`src/rtl/fpg_pkg.sv`:
```
// Shared types for the repair fuse word programmer.
// Assumes: nothing beyond IEEE 1800-2017.
package fpg_pkg;

    // Controller sequencing states
    typedef enum logic [2:0] {
        S_IDLE,
        S_SCAN,
        S_PSHIFT,
        S_PWR,
        S_LHDR,
        S_LDATA,
        S_DONE
    } fpg_state_e;

endpackage

```
`src/rtl/fpg_pos_counter.sv`:
```
// Position tracker for the serial stream: bit within the current fuse
// register, bit within the current fuse word, and the memory index.
// Assumes FUSE_LEN >= 2 and ROM_W >= 2; a word ends at a register end.
module fpg_pos_counter #(
    parameter int FUSE_LEN = 6,
    parameter int ROM_W    = 4,
    parameter int NUM_MEM  = 4,
    parameter int BIT_W    = $clog2(FUSE_LEN),
    parameter int POS_W    = $clog2(ROM_W),
    parameter int MC_W     = $clog2(NUM_MEM + 1)
) (
    input  logic             clk,
    input  logic             rst_n,
    input  logic             clear,
    input  logic             step,
    output logic [BIT_W-1:0] bit_idx,
    output logic [POS_W-1:0] wpos,
    output logic [MC_W-1:0]  mem_idx,
    output logic             last_bit,
    output logic             word_end,
    output logic             last_mem,
    output logic             all_done
);

    // Boundary decodes of the current position
    always_comb begin
        last_bit = (bit_idx == BIT_W'(FUSE_LEN - 1));
        word_end = last_bit || (wpos == POS_W'(ROM_W - 1));
        last_mem = (mem_idx == MC_W'(NUM_MEM - 1));
        all_done = (mem_idx == MC_W'(NUM_MEM));
    end

    // Advance one bit per step, wrapping word and register positions
    always_ff @(posedge clk) begin
        if (!rst_n || clear) begin
            bit_idx <= '0;
            wpos    <= '0;
            mem_idx <= '0;
        end else if (step) begin
            if (last_bit) begin
                bit_idx <= '0;
                wpos    <= '0;
                mem_idx <= mem_idx + 1'b1;
            end else begin
                bit_idx <= bit_idx + 1'b1;
                wpos    <= word_end ? '0 : wpos + 1'b1;
            end
        end
    end

endmodule

```
`src/rtl/fpg_word_buf.sv`:
```
// Word assembly buffer: collects serial bits at given positions into one
// fuse word; unfilled positions stay 0 and give the padding.
// Assumes clear and put are never asserted together.
module fpg_word_buf #(
    parameter int ROM_W = 4,
    parameter int POS_W = $clog2(ROM_W)
) (
    input  logic             clk,
    input  logic             rst_n,
    input  logic             clear,
    input  logic             put,
    input  logic [POS_W-1:0] pos,
    input  logic             din,
    output logic [ROM_W-1:0] word
);

    for (genvar b = 0; b < ROM_W; b++) begin : g_bit
        // Hold or capture one bit of the word
        always_ff @(posedge clk) begin
            if (!rst_n || clear)
                word[b] <= 1'b0;
            else if (put && (pos == POS_W'(b)))
                word[b] <= din;
        end
    end

endmodule

```
`src/rtl/fuse_rom_programmer.sv`:
```
// Moves per-memory repair settings between a serial fuse register chain
// and a word-wide fuse array. A program pass finds the end of stored
// records, shifts the chain once with recirculation and appends a record
// for each newly repaired memory. A load pass replays the records into
// the chain with all but the target memory bypassed.
// Assumes: ROM_W > clog2(NUM_MEM), FUSE_LEN >= 2, fuse array read is
// combinational, unprogrammed words read as zero.
module fuse_rom_programmer #(
    parameter int NUM_MEM   = 4,
    parameter int FUSE_LEN  = 6,
    parameter int ROM_W     = 4,
    parameter int ROM_DEPTH = 16
) (
    input  logic                         clk,
    input  logic                         rst_n,
    input  logic                         prog_start,
    input  logic                         load_start,
    output logic                         busy,
    output logic                         done,
    output logic                         chain_shift,
    output logic                         chain_si,
    input  logic                         chain_so,
    output logic [NUM_MEM-1:0]           mem_bypass,
    output logic [$clog2(ROM_DEPTH)-1:0] rom_addr,
    input  logic [ROM_W-1:0]             rom_rdata,
    output logic                         rom_wr_req,
    output logic [ROM_W-1:0]             rom_wdata,
    input  logic                         rom_wr_ack
);
    import fpg_pkg::*;

    localparam int IDX_W     = (NUM_MEM > 1) ? $clog2(NUM_MEM) : 1;
    localparam int DATA_WRDS = (FUSE_LEN + ROM_W - 1) / ROM_W;
    localparam int REC_WRDS  = 1 + DATA_WRDS;
    localparam int AW        = $clog2(ROM_DEPTH);
    localparam int CW        = $clog2(ROM_DEPTH + REC_WRDS + 1);
    localparam int BIT_W     = $clog2(FUSE_LEN);
    localparam int POS_W     = $clog2(ROM_W);
    localparam int MC_W      = $clog2(NUM_MEM + 1);

    fpg_state_e           state;
    logic [CW-1:0]        addr;
    logic [NUM_MEM-1:0]   stored;
    logic                 rec_on, hdr_pend, word_pend;
    logic [IDX_W-1:0]     rec_mem, ld_idx;
    logic [ROM_W-1:0]     wbuf, hdr_word;
    logic [BIT_W-1:0]     bit_idx;
    logic [POS_W-1:0]     wpos;
    logic [MC_W-1:0]      mem_idx;
    logic                 last_bit, word_end, last_mem, all_done;
    logic                 ctr_clear, ctr_step, buf_clear, buf_put;
    logic                 rd_end, rd_ok, idx_in_range, fits, cap_rec;
    logic [IDX_W-1:0]     rd_idx;

    fpg_pos_counter #(
        .FUSE_LEN(FUSE_LEN), .ROM_W(ROM_W), .NUM_MEM(NUM_MEM),
        .BIT_W(BIT_W), .POS_W(POS_W), .MC_W(MC_W)
    ) pos_i (
        .clk(clk), .rst_n(rst_n), .clear(ctr_clear), .step(ctr_step),
        .bit_idx(bit_idx), .wpos(wpos), .mem_idx(mem_idx),
        .last_bit(last_bit), .word_end(word_end),
        .last_mem(last_mem), .all_done(all_done)
    );

    fpg_word_buf #(.ROM_W(ROM_W), .POS_W(POS_W)) wbuf_i (
        .clk(clk), .rst_n(rst_n), .clear(buf_clear), .put(buf_put),
        .pos(wpos), .din(chain_so), .word(wbuf)
    );

    assign rd_idx = rom_rdata[IDX_W-1:0];

    if (NUM_MEM == (1 << IDX_W)) begin : g_full_idx
        assign idx_in_range = 1'b1;
    end else begin : g_part_idx
        assign idx_in_range = (int'(rd_idx) < NUM_MEM);
    end

    // Decodes of the word under the read pointer and space left
    always_comb begin
        rd_end  = (int'(addr) >= ROM_DEPTH) || (rom_rdata == '0);
        rd_ok   = rom_rdata[ROM_W-1] && idx_in_range;
        fits    = (int'(addr) + REC_WRDS) <= ROM_DEPTH;
        cap_rec = (bit_idx == '0)
                ? (chain_so && !stored[mem_idx[IDX_W-1:0]] && fits)
                : rec_on;
    end

    // Header word: marker bit on top, memory index at the bottom
    always_comb begin
        hdr_word              = '0;
        hdr_word[IDX_W-1:0]   = rec_mem;
        hdr_word[ROM_W-1]     = 1'b1;
    end

    // Counter and buffer controls from the current state
    always_comb begin
        ctr_clear = (state == S_IDLE) || (state == S_SCAN) || (state == S_LHDR);
        ctr_step  = (state == S_PSHIFT) || (state == S_LDATA);
        buf_put   = (state == S_PSHIFT) && cap_rec;
        buf_clear = (state == S_IDLE)
                 || ((state == S_PWR) && rom_wr_ack && !hdr_pend);
    end

    // Port outputs decoded from state
    always_comb begin
        busy        = (state != S_IDLE);
        done        = (state == S_DONE);
        chain_shift = (state == S_PSHIFT) || (state == S_LDATA);
        chain_si    = (state == S_PSHIFT) ? chain_so
                    : (state == S_LDATA)  ? rom_rdata[wpos] : 1'b0;
        mem_bypass  = (state == S_LDATA)
                    ? ~({{(NUM_MEM-1){1'b0}}, 1'b1} << ld_idx) : '0;
        rom_addr    = addr[AW-1:0];
        rom_wr_req  = (state == S_PWR);
        rom_wdata   = hdr_pend ? hdr_word : wbuf;
    end

    // Pass sequencing, address pointer and record bookkeeping
    always_ff @(posedge clk) begin
        if (!rst_n) begin
            state     <= S_IDLE;
            addr      <= '0;
            stored    <= '0;
            rec_on    <= 1'b0;
            hdr_pend  <= 1'b0;
            word_pend <= 1'b0;
            rec_mem   <= '0;
            ld_idx    <= '0;
        end else begin
            case (state)
                S_IDLE: begin
                    addr      <= '0;
                    stored    <= '0;
                    rec_on    <= 1'b0;
                    hdr_pend  <= 1'b0;
                    word_pend <= 1'b0;
                    if (prog_start)      state <= S_SCAN;
                    else if (load_start) state <= S_LHDR;
                end
                S_SCAN: begin
                    if (rd_end) begin
                        state <= S_PSHIFT;
                    end else begin
                        if (rd_ok) stored[rd_idx] <= 1'b1;
                        addr <= addr + CW'(REC_WRDS);
                    end
                end
                S_PSHIFT: begin
                    rec_on <= cap_rec;
                    if (cap_rec && (bit_idx == '0)) begin
                        hdr_pend <= 1'b1;
                        rec_mem  <= mem_idx[IDX_W-1:0];
                    end
                    if (cap_rec && word_end) word_pend <= 1'b1;
                    if (cap_rec && ((bit_idx == '0) || word_end))
                        state <= S_PWR;
                    else if (last_bit && last_mem)
                        state <= S_DONE;
                end
                S_PWR: begin
                    if (rom_wr_ack) begin
                        addr <= addr + 1'b1;
                        if (hdr_pend) begin
                            hdr_pend <= 1'b0;
                            if (!word_pend)
                                state <= all_done ? S_DONE : S_PSHIFT;
                        end else begin
                            word_pend <= 1'b0;
                            state     <= all_done ? S_DONE : S_PSHIFT;
                        end
                    end
                end
                S_LHDR: begin
                    if (rd_end) begin
                        state <= S_DONE;
                    end else if (rd_ok) begin
                        ld_idx <= rd_idx;
                        addr   <= addr + 1'b1;
                        state  <= S_LDATA;
                    end else begin
                        addr <= addr + CW'(REC_WRDS);
                    end
                end
                S_LDATA: begin
                    if (word_end) addr  <= addr + 1'b1;
                    if (last_bit) state <= S_LHDR;
                end
                default: state <= S_IDLE;
            endcase
        end
    end

endmodule

```
`config.mk`:
```
export PLATFORM = sky130hd
export DESIGN_NAME = fuse_rom_programmer
export DESIGN_NICKNAME = d
export VERILOG_FILES = /design/src/rtl/fpg_pkg.sv /design/src/rtl/fpg_pos_counter.sv /design/src/rtl/fpg_word_buf.sv /design/src/rtl/fuse_rom_programmer.sv
export SDC_FILE = /design/constraint.sdc
export NUM_CORES = 1
export LEC_CHECK = 0
export ABC_AREA = 1
export BUFFER_PORTS_ARGS = -buffer_cell sky130_fd_sc_hd__buf_4
export CAP_MARGIN = 20
export CORE_UTILIZATION = 45
export DETAILED_ROUTE_END_ITERATION = 8
export PLACE_DENSITY = 0.64
export SLEW_MARGIN = 20
export SYNTH_ARGS = -nofsm -noshare
export SYNTH_HDL_FRONTEND = slang
export SYNTH_SLANG_ARGS = --single-unit
```
`constraint.sdc`:
```
create_clock -name clk -period 3.89 [get_ports clk]
set_input_delay 0.1945 -clock clk [delete_from_list [all_inputs] [get_ports clk]]
set_output_delay 0.1945 -clock clk [all_outputs]
set_load 0.02 [all_outputs]
```
**Yosys cells after proc, flatten, opt, wreduce, memory -nomap -nowiden**

Index checks and enable logic that the tools add are counted.

- $add $sub $neg: 6
- Multiplexer cells: 44
- Equality and inequality tests: 26
- Shifts and indexed selects: 1
- Bitwise logic cells: 3
- Reduce and logical (&&, ||, !) cells: 43
- $lt $le $gt $ge: 6

Operators with widths:

| cell | count |
|---|---|
| 3-bit two-way mux | 13 |
| 5-bit two-way mux | 5 |
| 5-bit case mux with 5 select lines | 1 |
| 3-bit case mux with 6 select lines | 1 |
| 4-bit two-way mux | 4 |
| 3-bit == test (second input constant) | 5 |
| 1-bit logical AND | 14 |
| 2-bit != test (second input constant) | 6 |
| 1-bit two-way mux | 11 |
| 3-bit by 2-bit == test with 1-bit output (second input constant) | 3 |
| 1-bit logical OR | 9 |
| 2-bit by 3-bit < comparator with 1-bit output (second input constant) | 3 |
| 3-bit != test (second input constant) | 3 |
| 3-bit AND reduction | 3 |
| 2-bit by 1-bit != test with 1-bit output (second input constant) | 4 |
| 4-bit case mux with 2 select lines | 1 |
| 7-bit AND reduction | 1 |
| 3-bit by 1-bit adder with 3-bit output (second input constant) | 2 |
| 5-bit by 2-bit adder with 6-bit output (second input constant) | 1 |
| 6-bit by 5-bit <= comparator with 1-bit output (second input constant) | 1 |
| 3-bit zero test | 2 |
| 1-bit case mux with 3 select lines | 2 |
| 3-bit nonzero test | 2 |
| 5-bit by 1-bit adder with 5-bit output (second input constant) | 1 |
| other kinds (24) | 31 |

- Output and inout port bits: 17
- Bits in registers: 31
- Word-level logic and storage cells: 144
- Bits of input ports: 10

**Depth between registers and ports, before layout**

- Depth in word-level cells: 9
- Mapped depth: 15
- Depth with buffers taken out: 15

**By module**

Synthesis repeated with hierarchy kept, for this count alone.

- Cell total of the unflattened synthesis: 330
- Area total of the unflattened synthesis: 2,110.8 sq um

Modules (own cells, without submodules):

| module | cells an instance | area each (sq um) | seq. area each (sq um) | times used |
|---|---|---|---|---|
| fuse_rom_programmer | 238 | 1,480.2 | 380.4 | 1 |
| fpg_pos_counter | 60 | 422.9 | 160.2 | 1 |
| fpg_word_buf | 32 | 207.7 | 80.1 | 1 |

**Worst setup path after synthesis**

OpenSTA, ideal clock, no wires.

- Kind: flip-flop to flip-flop
- Start: register addr[0]
- End: register state[0]
- Path slack: 2.254 ns
- Arrival: 1.523 ns
- Period minus slack after synthesis: 1.636 ns
- Data required time: 3.777 ns
- Stages on the path, launching flop included: 13
- Setup time: 0.113 ns
- Buffers on the path: 0
- Cell sequence: dfxtp_1 inv_1 ha_1 inv_1 nand3_1 xor2_1 nand2_1 nand2_1 inv_1 nand2_1 nand3_1 nor2_1 nor2_1

- Longest elaborated chain between the ends: 7
- Elaborated cells between the ends (all ways): 14
- Classes of those cells: add/sub (1); order compare (2); eq/ne (3); mux (4); reduce/logical (4)

RTL lines:

| element | line | source |
|---|---|---|
| start, declared | fuse_rom_programmer.sv:42 | `logic [CW-1:0] addr;` |
| start signal, assigned | fuse_rom_programmer.sv:145 | `addr <= addr + CW'(REC_WRDS);` |
| start signal, assigned | fuse_rom_programmer.sv:162 | `addr <= addr + 1'b1;` |
| start signal, assigned | fuse_rom_programmer.sv:178 | `addr <= addr + 1'b1;` |
| 5-bit by 2-bit adder with 6-bit output | fuse_rom_programmer.sv:82 | `fits = (int'(addr) + REC_WRDS) <= ROM_DEPTH;` |
| 6-bit by 5-bit <= comparator with 1-bit output | fuse_rom_programmer.sv:82 |  |
| 1-bit logical AND | fuse_rom_programmer.sv:84 | `? (chain_so && !stored[mem_idx[IDX_W-1:0]] && fits)` |
| 1-bit two-way mux | fuse_rom_programmer.sv:84 |  |
| 1-bit logical AND | fuse_rom_programmer.sv:155 | `if (cap_rec && ((bit_idx == '0) \|\| word_end))` |
| 3-bit by 1-bit != test with 1-bit output (no line) / 3-bit two-way mux (equally long branches) | -- |  |
| 7-bit AND reduction (no line) / 3-bit case mux with 6 select lines (equally long branches) | -- |  |
| end signal, assigned | fuse_rom_programmer.sv:166 | `state <= all_done ? S_DONE : S_PSHIFT;` |
| end signal, assigned | fuse_rom_programmer.sv:169 | `state <= all_done ? S_DONE : S_PSHIFT;` |
| end, declared | fuse_rom_programmer.sv:41 | `fpg_state_e state;` |

Several ways; a longest one is shown, not always the timed one.
A chain may end at the register's enable or synchronous reset.

**Worst setup path after layout**

- Start: register state[1]
- End: output chain_si

- Longest elaborated chain between the ends: 3
- Elaborated cells between the ends (all ways): 4
- Classes of those cells: eq/ne (2); mux (2)

RTL lines:

| element | line | source |
|---|---|---|
| 3-bit == test | fuse_rom_programmer.sv:110 | `: (state == S_LDATA) ? rom_rdata[wpos] : 1'b0;` |
| 1-bit two-way mux | fuse_rom_programmer.sv:110 |  |
| 1-bit two-way mux (*) | fuse_rom_programmer.sv:109 | `chain_si = (state == S_PSHIFT) ? chain_so` |
| end, declared | fuse_rom_programmer.sv:21 | `output logic chain_si,` |

Every way passes the cells marked *; elsewhere a longest branch is shown, timed or not.

==> impl_results.md <==
* Via-to-Cell Ratio at 5.047
* Post-Route WL at 4715 um
* Die X-Extent at 69.55 um
* CTS H-Tree Depth at 2
* Syn. warnings at 0
* CTS resizes at 0
* Root Driver: clkbuf_8
* Design area at 2355 um^2
* Avg Cell Area, Syn at 6.799 um^2
* Max VDD drop at 0.2142 mV
* Setup violators final at 0
* Cell area after placement at 2255 um^2
* Adder-Cell Fraction of Synth Area at 6.703%
* Antenna diode count at 0
* Share of cells above drive strength 1 at 19.51%
* Initial antenna violation count at 0
* Leak at 0.001004 uW
* Post-DP HPWL at 3701 um
* Pin count of the biggest net entering global routing at 14
* Vias in the first global route at 1772
* Pwr Density at 569.2 nW/um^2
* Tot Pwr at 1340 uW
* Reg2reg start: addr[0]
* Final Hold Viols at 0
* Antenna viol nets, final at 0
* # port buffers at 26
* Core Area at 4384 um^2
* Clk Latency, worst-skew pair at 280 ps
* Synth Area in Simple Gates at 28.70%
* Footprint of the multi-input gates at 1145 um^2
* Num CTS Buffers at 5
* Final min period at 1957 ps
* Die Height at 69.55 um
* Clock sink count at 31
* Synth-to-layout area growth at 14.69%
* Yosys cell types at 36
* RSZ-0062 raised after global routing: no
* CTS tree: built
* WHS at 211.7 ps
* Commonest non-fill, non-tap cell in the layout: nand2_1
* Max Cap Viol at 0
* Synth Area in Compound Gates at 18.16%
* Hold path depth at 3
* Hold Path End: stored[3]
* Nets@finish at 348
* Post-CTS Hold Buffers at 0
* Syn Nets at 323
* Number of remaining DRC errors at 0
* Setup TNS at 0 ps
* Req. time, crit path at 3700 ps
* Startpoint types: flip-flop
* Post-synthesis sequential area ratio at 30.23%
* Synth Area in XOR/XNOR at 1.706%
* GRT Residual Overflow at 0
* Fillers at 455
* Crit path kind: reg2out
* Initial drt markers at 64
* Worst Hold Launch: rom_rdata[0]
* Io pins at 27
* RR Endpoint: state[2]
* # rows at 24
* Slew Viols, Final at 0
* Largest family of logic cells by synthesized area: simple AND/OR/NAND/NOR gates
* Setup Skew at 3.209 ps
* Worst hold path type: in2reg
* Clk pin slew, worst setup/hold paths at 70 ps
* Post-layout util at 53.71%
* Register area at 620.6 um^2
* Proportion of synthesized area in mux cells at 0.4875%
* Detailed-route via count at 1918
* Gate Count Post-Synth at 302
* Wire length per cell at 12.41 um
* Initial Util at 46.83%
* Fin crit share at 50.30%
* CTS max path bufs at 2
* 1st-pass router iterations at 4
* Gr usage total at 20.77%
* Max Fclk at 0.5111 GHz
* Post-synthesis sequential element count at 31
* Crit path DAT at 1760 ps
* Synth Cell Area at 2053 um^2
* Final Wtd Congestion at 0.8540
* Worst-Margin Slew at 636.8 ps
* Worst Path Max Fanout at 13
* Flop2flop setup slack at 1990 ps
* Rel. slew slack at 57.29%
* Post-CTS Repair Setup Buffers at 0
* Worst R2R Path Depth at 12
* Commonest non-fill, non-tap cells in the layout: nand2_1 (55), inv_1 (49), a21oi_1 (31), dfxtp_1 (31), buf_4 (26)
* Crit path capture type: output port
* Die ar. at 4837 um^2
* Status: completed
* First-pass GRT wire length at 8031 um
cells by family after synthesis:
logic type,after synthesis
and+or+nand+nor,122
buffers and inverters,67
muxes,1
DFF,31
adders and majority gates,11
xor gates and xnor gates,4
AOI/OAI and AO/OA,66
sequential cells by signal (all words and copies together), names as in the netlist:
signal         flops
stored             4
pos_i.wpos         2
word_pend          1
wbuf_i.word        4
ld_idx             2
hdr_pend           1
addr               5
state              3
rec_on             1
pos_i.bit_idx      3
rec_mem            2
pos_i.mem_idx      3
cells in the mapped netlist:
cell type / count / area [um^2]
a211oi_1: 2 / 15.01
a21boi_1: 1 / 7.510
a21oi_1: 31 / 155.2
a21oi_4: 1 / 16.27
a311oi_1: 1 / 8.760
a31oi_1: 1 / 6.260
a32oi_1: 1 / 8.760
buf_2: 2 / 10.01
buf_4: 5 / 37.54
buf_6: 1 / 11.26
clkinv_4: 1 / 8.760
dfxtp_1: 31 / 620.6
ha_1: 11 / 137.6
inv_1: 49 / 183.9
inv_2: 8 / 30.03
inv_4: 1 / 6.260
mux2i_1: 1 / 10.01
nand2_1: 55 / 206.5
nand2_2: 5 / 31.28
nand2_4: 1 / 11.26
nand3_1: 24 / 120.1
nor2_1: 21 / 78.83
nor2_2: 5 / 31.28
nor2_4: 6 / 67.56
nor3_1: 2 / 10.01
nor3_2: 1 / 10.01
nor3_4: 1 / 16.27
nor4_1: 1 / 6.260
o2111ai_1: 1 / 8.760
o211ai_1: 1 / 7.510
o21ai_0: 19 / 95.09
o21ai_1: 2 / 10.01
o21ai_2: 1 / 8.760
o22ai_1: 4 / 25.02
xnor2_1: 1 / 8.760
xor2_1: 3 / 26.28
worst max-delay path by stage:
| stage | start | end | slack [ps] | cells after the start |
|---|---|---|---|---|
| after detailed placement | addr[0] | state[0] | 2000 | 12 |
| after floorplan | addr[0] | state[0] | 2250 | 12 |
| after CTS | state[1] | chain_si | 1950 | 7 |
| after global placement | addr[0] | state[2] | 2080 | 12 |
| after global routing | addr[0] | state[0] | 1720 | 12 |
| final | state[1] | chain_si | 1930 | 7 |
layer usage:
metal,vias up,routed length [um],GRT usage [%]
met2,28,2226,32.90
met1,873,2287,28.04
li1,1011,-,-
met4,0,50,7.029
met3,6,150,4.360
met5,-,0,0
report_power, final:
part / internal [uW] / switching, uW / total, uW
clock: 161 / 119 / 281
combinational: 219 / 413 / 632
sequential: 364 / 64.2 / 428
total: 744 / 596 / 1340
worst max-delay path: stages, from the launching register on:
cell and delay (ps):
dfxtp_1 430, inv_2 100, nor2_2 100, inv_2 70
nor2_4 250, inv_2 110, o21ai_0 240, buf_4 190
area by class of cell:
class | count | area share (%)
repair buffers | 26 | 8.289
multi-input cells | 204 | 48.62
clock buffers | 8 | 4.251
flip-flops and latches | 31 | 26.35
well taps | 52 | 2.763
inverters | 59 | 9.724
stage by stage:
step	instances	setup WS, ps
finish	380	1933
detailed placement	372	2004
floorplan	302	2254
global route	380	1720
CTS	380	1947
global placement	372	2079
(Power assumes the default switching activity.)
